===== src/rtl/serial_dac_reg.sv =====
module serial_dac_reg #(
  parameter int DATA_W = 8,
  parameter int SYNC_STAGES = 2,
  parameter logic [DATA_W-1:0] RESET_CODE = {1'b1, {(DATA_W-1){1'b0}}}
) (
  input  logic              clk,
  input  logic              rst_n,
  input  logic              sclk,
  input  logic              cs_n,
  input  logic              sdi,
  input  logic              shdn_n,
  output logic              sdo,
  output logic              sdo_oe,
  output logic [DATA_W-1:0] dac_code,
  output logic              dac_active
);
  localparam int CNT_W = $clog2(DATA_W + 2);
  localparam logic [CNT_W-1:0] CNT_FULL = CNT_W'(DATA_W);
  localparam logic [CNT_W-1:0] CNT_OVER = CNT_W'(DATA_W + 1);

  logic [SYNC_STAGES-1:0] sclk_sy, cs_sy, sdi_sy, shdn_sy;
  logic sclk_q, cs_q;
  logic [DATA_W:0] chain;
  logic [CNT_W-1:0] cnt;

  always_ff @(posedge clk or negedge rst_n)
    if (!rst_n) begin
      sclk_sy <= '0;
      cs_sy   <= '1;
      sdi_sy  <= '0;
      shdn_sy <= '0;
      sclk_q  <= 1'b0;
      cs_q    <= 1'b1;
    end else begin
      sclk_sy <= SYNC_STAGES'({sclk_sy, sclk});
      cs_sy   <= SYNC_STAGES'({cs_sy, cs_n});
      sdi_sy  <= SYNC_STAGES'({sdi_sy, sdi});
      shdn_sy <= SYNC_STAGES'({shdn_sy, shdn_n});
      sclk_q  <= sclk_sy[SYNC_STAGES-1];
      cs_q    <= cs_sy[SYNC_STAGES-1];
    end

  wire sclk_s    = sclk_sy[SYNC_STAGES-1];
  wire cs_s      = cs_sy[SYNC_STAGES-1];
  wire sdi_s     = sdi_sy[SYNC_STAGES-1];
  wire sclk_rise = sclk_s & ~sclk_q;
  wire sclk_fall = ~sclk_s & sclk_q;
  wire cs_fall   = ~cs_s & cs_q;
  wire cs_rise   = cs_s & ~cs_q;
  wire selected  = ~cs_s & ~cs_q;

  always_ff @(posedge clk or negedge rst_n)
    if (!rst_n) begin
      chain <= '0;
      cnt   <= '0;
    end else if (cs_fall) begin
      chain <= {dac_code[DATA_W-1], dac_code};
      cnt   <= '0;
    end else if (selected) begin
      if (sclk_rise) begin
        chain[DATA_W-1:0] <= {chain[DATA_W-2:0], sdi_s};
        if (cnt != CNT_OVER) cnt <= cnt + 1'b1;
      end
      if (sclk_fall) chain[DATA_W] <= chain[DATA_W-1];
    end

  always_ff @(posedge clk or negedge rst_n)
    if (!rst_n) dac_code <= RESET_CODE;
    else if (cs_rise && cnt == CNT_FULL) dac_code <= chain[DATA_W-1:0];

  assign sdo_oe     = selected;
  assign sdo        = selected & chain[DATA_W];
  assign dac_active = shdn_sy[SYNC_STAGES-1];


  idle_hold_chk: assert property (@(posedge clk) disable iff (!rst_n)
    (cs_s && cs_q) |=> $stable(dac_code));


  commit_count_chk: assert property (@(posedge clk) disable iff (!rst_n)
    !$stable(dac_code) |-> ($past(cs_rise) && $past(cnt) == CNT_FULL));


  sdo_timing_chk: assert property (@(posedge clk) disable iff (!rst_n)
    (selected && $past(selected) && !$past(sclk_fall)) |-> $stable(chain[DATA_W]));


  count_bound_chk: assert property (@(posedge clk) disable iff (!rst_n)
    cnt <= CNT_OVER);


  oe_idle_chk: assert property (@(posedge clk) disable iff (!rst_n)
    cs_s |-> (!sdo_oe && !sdo));
endmodule


===== config.mk =====
export PLATFORM = sky130hd
export DESIGN_NAME = serial_dac_reg
export DESIGN_NICKNAME = d
export VERILOG_FILES = /design/src/rtl/serial_dac_reg.sv
export SDC_FILE = /design/constraint.sdc
export NUM_CORES = 1
export LEC_CHECK = 0
export ABC_AREA = 1
export BUFFER_PORTS_ARGS = -buffer_cell sky130_fd_sc_hd__buf_2
export CAP_MARGIN = 20
export CORE_MARGIN = 2
export CORE_UTILIZATION = 40
export CTS_CLUSTER_DIAMETER = 80
export DETAILED_ROUTE_END_ITERATION = 10
export PLACE_DENSITY = 0.61
export SYNTH_ARGS = -nofsm -noshare
export SYNTH_HDL_FRONTEND = slang
export SYNTH_SLANG_ARGS = --single-unit

===== constraint.sdc =====
create_clock -name clk -period 1.2 [get_ports clk]
set_input_delay 0 -clock clk [delete_from_list [all_inputs] [get_ports clk]]
set_output_delay 0 -clock clk [all_outputs]
set_load 0.02 [all_outputs]

==> reports/results.md, run 1 <==
• **DRC violations left** 0
• **final hold slack** 0.1170 ns
• **Clk Tree Root Cell** sky130_fd_sc_hd__clkbuf_4
• **setup_tns** -0.5803 ns
• **Cell Area, Synth** 0.001289 mm2
• **clock transition at the registers of the reported paths** 0.11 ns
• **slew of the pin with the lowest slew margin** 0.4050 ns
• **GRT Total Usage** 15.94%
• **result of the run** complete, but fails checks
• **ratio of routed vias to standard cells** 4.612
• **Die Footprint** 0.003692 mm2
• **routed length per instance** 12.16 um
• **endpoint arrival time on the critical path** 1.51 ns
• **Reg-to-Reg End** chain[3]
• **average cell area after synthesis** 9.617 um2
• **start point of the critical path** cs_q
• **maximum clock frequency** 0.7974 GHz
• **global-route wire length before repair** 4.215 mm
• **Starting DRT DRC Count** 13
• **CP Capture Type** flop
• **flip-flop and latch count after synthesis** 31
• **total overflow reported by the global router** 0
• **Fin Clk Skew** 0.009032 ns
• **Port Buffer Count** 16
• **total routed wirelength** 2.724 mm
• **post-synthesis cell type with the largest combined area** sky130_fd_sc_hd__dfrtp_1
• **MaxCap Viol Count** 0
• **minimum clock period after layout** 1.254 ns
• **startpoint of the worst-slack reg-to-reg timing path** cs_q
• **Pleak** 0.8913 nW
• **standard-cell row count** 20
• **initial core utilization** 42.21%
• **most frequent cells after synthesis** sky130_fd_sc_hd__nand2_1 (37), sky130_fd_sc_hd__dfrtp_1 (27), sky130_fd_sc_hd__o21ai_1 (24)
• **FFs w/ async S/R, synth** 100.0%
• **worst setup path endpoint** chain[3]
• **primary flip-flop cell chosen by synthesis mapping** sky130_fd_sc_hd__dfrtp_1
• **final critical-path share of the clock period** 104.5%
• **number of iterations in the first detailed-routing pass** 4
• **NumNets Final** 188
• **net count after synthesis** 143
• **maximum root-to-sink buffer count** 2
• **maximum fanout count along the critical path** 6
• **antenna violations before repair** 0
• **top cells by area, synth** sky130_fd_sc_hd__dfrtp_1 (52%), sky130_fd_sc_hd__nand2_1 (11%), sky130_fd_sc_hd__o21ai_1 (9.3%), sky130_fd_sc_hd__dfstp_2 (8.2%), sky130_fd_sc_hd__inv_1 (3.8%)
• **antenna cells** 0
• **maximum number of pins on one net before global-route repair** 17
• **type of the setup path with the least slack** reg2reg
• **Hold Violations, Final** 0
• **Post-Syn Instances** 134
• **Netlist cell types** 20
• **peak supply drop** 0.0009760 V
• **number of top-level pins** 17
• **total CTS buffers** 5
• **share of synthesized area occupied by flip-flops and latches** 60.58%
• **normalized max-slew margin** 73.00%
• **unrepaired setup endpoints after global routing** true
• **Worst-Skew Late Latency** 0.33 ns
• **Via Count** 1033
• **violated checks** negative setup slack
• **YS warnings** 0
• **vias in the first global route** 946
• **number of enable flip-flop cells after synthesis** 0
• **floorplan die height** 60.76 um
• **total clock sinks** 31
• **power per cell area** 1528 mW/mm2
• **most numerous cell in the Yosys netlist** sky130_fd_sc_hd__nand2_1
• **final HPWL from detailed placement** 1.612 mm
• **number of nets still failing antenna checks after routing** 0
• **share of final-layout standard cells stronger than drive strength 1** 45.00%
• **post-synth top area share** 52.43%
• **P&R area growth vs syn** 48.25%
• **required time at the endpoint of the critical path** 1.46 ns
• **fin. max-slew vios** 0
• **# setup viols final** 22
• **CP startpoint kind** flop
• **worst-case setup margin in the final layout** -0.05407 ns
• **worst reg2reg path depth** 7
• **width of the die** 60.76 um
• **register-to-register setup slack** -0.05 ns
• **area of the placeable core** 0.003053 mm2
• **clock tree from TritonCTS** done
• **type of the most critical hold path** in2async
• **routability cong.** 0.7508
• **H-tree depth reported by CTS** 2
-- power breakdown --
part	internal, mW	switching (mW)
Sequential	1.17	0.0814
Clock	0.648	0.376
Combinational	0.287	0.359
Total	2.10	0.816
-- logic make-up after synthesis --
group / Yosys count / share of synthesized area, %
flip-flops: 31 / 60.58
adder cells (fa/ha/maj): 3 / 2.913
AND/OR/NAND/NOR: 53 / 19.03
buffers and inverters: 18 / 6.214
AO/OA/AOI/OAI: 29 / 11.26
-- state kept, by name (all words and copies together), names as in the netlist --
register / count
chain: 9
dac_code: 8
cnt: 4
cs_sy: 2
sclk_sy: 2
sdi_sy: 2
shdn_sy: 2
cs_q: 1
sclk_q: 1
-- repair_timing --
action                     4_1_cts  5_1_grt
gates resized for setup         13       30
gates cloned                     1        1
setup endpoints to repair       23       23
hold endpoints to repair        32        0
pin swaps                        2        4
setup buffers                    2        1
hold buffers                     5        0
-- how the worst min path moves through the flow --
| stage | from | to | slack, ns |
|---|---|---|---|
| after detailed placement | rst_n | dac_code[2] | -0.05 |
| after floorplan | rst_n | chain[0] | -0.30 |
| final | rst_n | dac_code[6] | 0.12 |
| after global routing | rst_n | dac_code[6] | 0.13 |
| after CTS | rst_n | cnt[1] | 0.11 |
| after global placement | rst_n | chain[2] | -0.05 |
-- layout by cell type (no fill, tap or decap), types with 4 or more instances in the layout --
master	n
sky130_fd_sc_hd__buf_2	14
sky130_fd_sc_hd__buf_4	13
sky130_fd_sc_hd__buf_6	5
sky130_fd_sc_hd__clkbuf_4	5
sky130_fd_sc_hd__dfrtp_1	27
sky130_fd_sc_hd__dfstp_2	4
sky130_fd_sc_hd__dlygate4sd3_1	5
sky130_fd_sc_hd__inv_1	12
sky130_fd_sc_hd__nand2_1	27
sky130_fd_sc_hd__nand2_2	8
sky130_fd_sc_hd__nand2_4	5
sky130_fd_sc_hd__o21ai_1	18
sky130_fd_sc_hd__o21ai_2	6
-- final cells by class --
type	count	area [um2]
fill	257	1142
sequential	31	780.7
multi-input combinational	86	574.3
timing repair buffer	40	339.1
clock inverter	3	67.56
inverter	15	56.30
tap	44	55.05
clock buffer	5	37.54
-- critical path, cell delays in order (launching register included) --
cell                      delay [ns]
sky130_fd_sc_hd__dfstp_2        0.59
sky130_fd_sc_hd__inv_2          0.07
sky130_fd_sc_hd__nor2_4         0.15
sky130_fd_sc_hd__buf_6          0.15
sky130_fd_sc_hd__nand2_1        0.05
sky130_fd_sc_hd__o21ai_1        0.06
sky130_fd_sc_hd__nand2_1        0.06
sky130_fd_sc_hd__o21ai_1        0.07
-- stage by stage --
step                utilization (%)  setup WS (ns)  total power [mW]  instances  instance area, um2
global route                  62.58        -0.1630             3.072        224                1911
floorplan                         -       0.001295             1.557        134                1299
global placement              50.37       -0.03829             1.750        206                1538
CTS                           57.87       -0.05037             2.857        222                1767
detailed placement            50.37       -0.06316             1.766        206                1538
finish                        62.58       -0.05407             2.919        224                1911
-- routing by layer --
| layer | global-route usage (%) | share of wire, % | vias to the layer above |
|---|---|---|---|
| met5 | 0 | 0 | - |
| met4 | 7.453 | 1.6 | 0 |
| met3 | 5.117 | 3.6 | 6 |
| met2 | 24.42 | 49 | 20 |
| met1 | 20.63 | 46 | 485 |
| li1 | - | - | 522 |
(Power assumes the default switching activity.)
==> run 2, diff against run 1 <==
- CORE_ASPECT_RATIO: default -> 1.1
- CTS_CLUSTER_DIAMETER: 80 -> default
==> reports/results.md, run 2 (synthesis results as in run 1) <==
• **Pleak** 0.8350 nW, -6.3%
• **number of top-level pins** 17, unchanged
• **maximum clock frequency** 0.8176 GHz, +2.5%
• **maximum fanout count along the critical path** 4, -2
• **Most flops, register** chain
• **final critical-path share of the clock period** 101.9%, -2.6 points
• **floorplan die height** 63.53 um, +4.6%
• **most common cell after layout, fill and taps aside** sky130_fd_sc_hd__nand2_1
• **power per cell area** 1417 mW/mm2, -7.2%
• **total overflow reported by the global router** 0, unchanged
• **MaxCap Viol Count** 0, unchanged
• **Port Buffer Count** 16, unchanged
• **maximum root-to-sink buffer count** 2, unchanged
• **result of the run** complete, but fails checks
• **slew of the pin with the lowest slew margin** 0.4044 ns, -0.0006057 ns
• **Clk Tree Root Cell** sky130_fd_sc_hd__clkbuf_4
• **GRT Total Usage** 16.09%, +0.14 points
• **post-layout utilization of the core** 56.37%, -6.2 points
• **CP Capture Type** output pin
• **routability cong.** 0.7299, -2.8%
• **DRC violations left** 0, unchanged
• **minimum clock period after layout** 1.223 ns, -0.03100 ns
• **setup slack after placement** -0.08015 ns, -0.01699 ns
• **final HPWL from detailed placement** 1.630 mm, +1.1%
• **setup_tns** -0.1728 ns, +0.4075 ns
• **max FFs per register** 9, unchanged
• **Via Count** 1034, +0.097%
• **CP startpoint kind** flop
• **ratio of routed vias to standard cells** 4.877, +5.8%
• **Fin Clk Skew** 0.01426 ns, +0.005226 ns
• **final hold slack** 0.1169 ns, -0.0001420 ns
• **required time at the endpoint of the critical path** 1.20 ns, -0.26 ns
• **Hold Violations, Final** 0, unchanged
• **total clock sinks** 31, unchanged
• **type of the setup path with the least slack** reg2out
• **antenna violations before repair** 0, unchanged
• **global-route wire length before repair** 4.347 mm, +3.1%
• **Die Footprint** 0.003692 mm2, about the same
• **vias in the first global route** 992, +4.9%
• **number of nets still failing antenna checks after routing** 0, unchanged
• **type of the most critical hold path** in2async
• **largest registers ranked by flip-flop count** chain (9), dac_code (8), cnt (4)
• **total CTS buffers** 5, unchanged
• **normalized max-slew margin** 73.04%, about the same
• **area of the placeable core** 0.003074 mm2, +0.70%
• **commonest cells after routing, fill and taps aside** sky130_fd_sc_hd__nand2_1 (36), sky130_fd_sc_hd__dfrtp_1 (27), sky130_fd_sc_hd__o21ai_1 (24)
• **fin. max-slew vios** 0, unchanged
• **initial core utilization** 41.92%, -0.29 points
• **antenna cells** 0, unchanged
• **Worst-Skew Late Latency** 0.33 ns, about the same
• **maximum number of pins on one net before global-route repair** 17, unchanged
• **clock tree from TritonCTS** done
• **standard-cell row count** 21, +5.0%
• **clock transition at the registers of the reported paths** 0.10 ns, about the same
• **Starting DRT DRC Count** 45, +32
• **violated checks** negative setup slack
• **unrepaired setup endpoints after global routing** true
• **P&R area growth vs syn** 34.47%
• **routed length per instance** 11.82 um, -2.8%
• **endpoint arrival time on the critical path** 1.22 ns, -0.29 ns
• **peak supply drop** 0.0009830 V, +0.71%
• **width of the die** 58.12 um, -4.3%
• **NumNets Final** 186, -1.1%
• **share of final-layout standard cells stronger than drive strength 1** 35.39%, -9.6 points
• **worst-case setup margin in the final layout** -0.02307 ns, +0.03100 ns
• **number of iterations in the first detailed-routing pass** 4, unchanged
• **H-tree depth reported by CTS** 2, unchanged
• **total routed wirelength** 2.506 mm, -8.0%
• **# setup viols final** 14, -36%
run 2: cell count changes in the layout (fill, tap and decap cells not counted), sizes merged:
cell,previous run,this run
clkinv,0,1
buf,34,33
clkinvlp,1,0
clkbuf,6,7
bufinv,2,0
run 2: layer usage:
metal	wire (um)	vias up	part of all wire [%]	global-route usage, %
met5	0	-	0	0
met3	99	5	4.0	3.696
met2	1207	17	48	25.43
li1	-	525	-	-
met4	53	0	2.1	9.593
met1	1146	487	46	19.68
run 2: report_power, final:
part	switching, mW	leakage (nW)	internal, mW
clock network	0.344	0.0353	0.283
registers	0.0700	0.395	1.17
logic	0.330	0.405	0.261
total	0.743	0.835	1.71
run 2: worst max-delay path, stage by stage, from the launching register on:
cell	delay [ns]
sky130_fd_sc_hd__dfstp_2	0.58
sky130_fd_sc_hd__buf_6	0.13
sky130_fd_sc_hd__nor3_2	0.04
sky130_fd_sc_hd__buf_4	0.14
run 2: worst paths after layout:
kind	startpoint	to	slack, ns	cells past startpoint
worst min-delay path	rst_n	chain[3]	0.12	2
max in group asynchronous	rst_n	dac_code[7]	0.57	3
worst max register to register	cs_sy[1]	dac_code[4]	-0.02	5
worst min register to register	cs_sy[0]	cs_sy[1]	0.35	0
worst max-delay path	cs_sy[1]	sdo	-0.02	3
min in group clk	shdn_n	shdn_sy[0]	0.31	2
run 2: through the flow:
step | std cells | instance area [um2] | power (mW)
global route | 212 | 1733 | 2.608
floorplan | 134 | 1299 | 1.557
finish | 212 | 1733 | 2.456
detailed placement | 193 | 1515 | 1.771
global placement | 193 | 1515 | 1.747
CTS | 212 | 1689 | 2.453
run 2: what timing repair did:
action / CTS / global route
hold buffers: 5 / 0
resized for setup: 9 / 13
endpoints found under the hold margin: 31 / 0
cloned: 1 / 0
buffers inserted: 5 / 0
pin swaps: 1 / 4
setup endpoints to repair: 23 / 23
run 2: cell type report:
cell class | instances | area, um2
Tap cell | 34 | 42.54
Timing Repair Buffer | 38 | 311.5
Fill cell | 282 | 1341
Inverter | 15 | 56.30
Sequential cell | 31 | 780.7
Clock inverter | 1 | 5.005
Clock buffer | 7 | 55.05
Multi-Input combinational cell | 86 | 481.7
==> run 3, diff against run 2 <==
- PLACE_DENSITY: 0.61 -> 0.72
- SKIP_LAST_GASP: default -> 1
==> reports/results.md, run 3 (synthesis results as in run 1) <==
• **Pleak** 0.8516 nW, +2.0%
• **GRT Total Usage** 16.13%, +0.048 points
• **max FFs per register** 9, unchanged
• **# setup viols final** 23, +9
• **largest registers ranked by flip-flop count** chain (9), dac_code (8), cnt (4)
• **most common cell after layout, fill and taps aside** sky130_fd_sc_hd__nand2_1
• **type of the most critical hold path** in2async
• **Port Buffer Count** 16, unchanged
• **clock transition at the registers of the reported paths** 0.11 ns, about the same
• **Worst-Skew Late Latency** 0.35 ns, +0.02 ns
• **worst reg2reg path depth** 7, +2
• **antenna cells** 0, unchanged
• **floorplan die height** 63.53 um, unchanged
• **start point of the critical path** cs_q
• **Hold Violations, Final** 0, unchanged
• **initial core utilization** 41.92%, unchanged
• **peak supply drop** 0.001410 V, +43%
• **MaxCap Viol Count** 0, unchanged
• **result of the run** complete, but fails checks
• **maximum root-to-sink buffer count** 2, unchanged
• **number of nets still failing antenna checks after routing** 0, unchanged
• **DRC violations left** 0, unchanged
• **CP Capture Type** flop
• **clock tree from TritonCTS** done
• **total clock sinks** 31, unchanged
• **normalized max-slew margin** 55.71%, -17 points
• **Most flops, register** chain
• **final hold slack** 0.2048 ns, +0.08792 ns
• **P&R area growth vs syn** 40.68%
• **number of top-level pins** 17, unchanged
• **maximum clock frequency** 0.7738 GHz, -5.4%
• **final HPWL from detailed placement** 1.650 mm, +1.2%
• **fin. max-slew vios** 0, unchanged
• **standard-cell row count** 21, unchanged
• **antenna violations before repair** 0, unchanged
• **Die Footprint** 0.003692 mm2, unchanged
• **total CTS buffers** 5, unchanged
• **total routed wirelength** 2.671 mm, +6.6%
• **final critical-path share of the clock period** 107.7%, +5.8 points
• **maximum fanout count along the critical path** 14, +10
• **routability cong.** 0.7681, +5.2%
• **vias in the first global route** 1057, +6.6%
• **required time at the endpoint of the critical path** 1.48 ns, +0.28 ns
• **Via Count** 1057, +2.2%
• **NumNets Final** 184, -1.1%
• **fin area** 0.001813 mm2, +4.6%
• **Placement Cell Area** 0.001480 mm2, -2.3%
• **slew of the pin with the lowest slew margin** 0.6644 ns, +0.2600 ns
• **Clk Tree Root Cell** sky130_fd_sc_hd__clkbuf_4
• **CP startpoint kind** flop
• **global-route wire length before repair** 4.443 mm, +2.2%
• **worst-case setup margin in the final layout** -0.09240 ns, -0.06933 ns
• **ratio of routed vias to standard cells** 5.033, +3.2%
• **area of the placeable core** 0.003074 mm2, unchanged
• **power per cell area** 1602 mW/mm2, +13%
• **commonest cells after routing, fill and taps aside** sky130_fd_sc_hd__nand2_1 (31), sky130_fd_sc_hd__dfrtp_1 (26), sky130_fd_sc_hd__o21ai_1 (21)
• **H-tree depth reported by CTS** 2, unchanged
• **startpoint of the worst-slack reg-to-reg timing path** cs_q
• **share of final-layout standard cells stronger than drive strength 1** 39.77%, +4.4 points
• **width of the die** 58.12 um, unchanged
• **total overflow reported by the global router** 0, unchanged
• **violated checks** negative setup slack
• **minimum clock period after layout** 1.292 ns, +0.06933 ns
• **routed length per instance** 12.72 um, +7.6%
• **number of iterations in the first detailed-routing pass** 6, +2
• **Starting DRT DRC Count** 57, +27%
• **endpoint arrival time on the critical path** 1.57 ns, +0.35 ns
• **Fin Clk Skew** 0.006862 ns, -0.007396 ns
• **unrepaired setup endpoints after global routing** true
• **maximum number of pins on one net before global-route repair** 32, +15
• **type of the setup path with the least slack** reg2reg
[run 3: power breakdown]
| part | internal [mW] | total (mW) | switching (mW) |
|---|---|---|---|
| Combinational | 0.268 | 0.607 | 0.339 |
| Sequential | 1.17 | 1.27 | 0.0956 |
| Clock | 0.647 | 1.03 | 0.385 |
| Total | 2.09 | 2.90 | 0.819 |
[run 3: final cells by class]
type                    instances  area [um2]
inverters                      15       56.30
flip-flops and latches         31       782.0
fillers                       251        1261
well taps                      34       42.54
multi-input cells              86       521.8
repair buffers                 36       305.3
clock inverters                 3       67.56
clock buffers                   5       37.54
[run 3: path summary, 6_finish.rpt]
path	to	slack [ns]
setup / recovery	chain[1]	-0.09
hold / removal	chain[5]	0.20
setup reg to reg	chain[1]	-0.09
hold reg to reg	sclk_sy[1]	0.36
max in group asynchronous	cnt[0]	0.52
min in group clk	shdn_sy[0]	0.29
[run 3: stage by stage]
| step | TNS, ns | power, mW | std cells | util (%) | setup WS (ns) |
|---|---|---|---|---|---|
| after global placement | -0.09640 | 1.705 | 190 | 48.15 | -0.02625 |
| after CTS | -1.025 | 2.804 | 206 | 54.95 | -0.07211 |
| final | -0.8239 | 2.905 | 210 | 58.97 | -0.09240 |
| after global routing | -2.580 | 3.041 | 210 | 58.97 | -0.1809 |
| after floorplan | 0 | 1.557 | 134 | - | 0.001295 |
| after detailed placement | -0.6532 | 1.743 | 190 | 48.15 | -0.09081 |
[run 3: repair_timing]
action	4_1_cts	5_1_grt
endpoints found under the hold margin	31	0
gates cloned	1	1
pin swaps	3	2
gates resized for setup	8	22
setup buffers	2	3
endpoints found under the setup margin	22	23
hold buffers	5	0
[run 3: worst max-delay path, cell delays in order, from the launching register on]
cell	delay, ns
sky130_fd_sc_hd__dfstp_2	0.59
sky130_fd_sc_hd__inv_2	0.06
sky130_fd_sc_hd__nor2_4	0.12
sky130_fd_sc_hd__buf_12	0.14
sky130_fd_sc_hd__nand2_1	0.05
sky130_fd_sc_hd__o21ai_0	0.10
sky130_fd_sc_hd__nand2_1	0.09
sky130_fd_sc_hd__o21ai_1	0.08
[run 3: metal layers]
metal  GRT usage (%)  routed length [um]
met5               0                   0
met4           6.977                  48
met3           5.749                 122
met2           26.56                1383
met1           18.66                1117
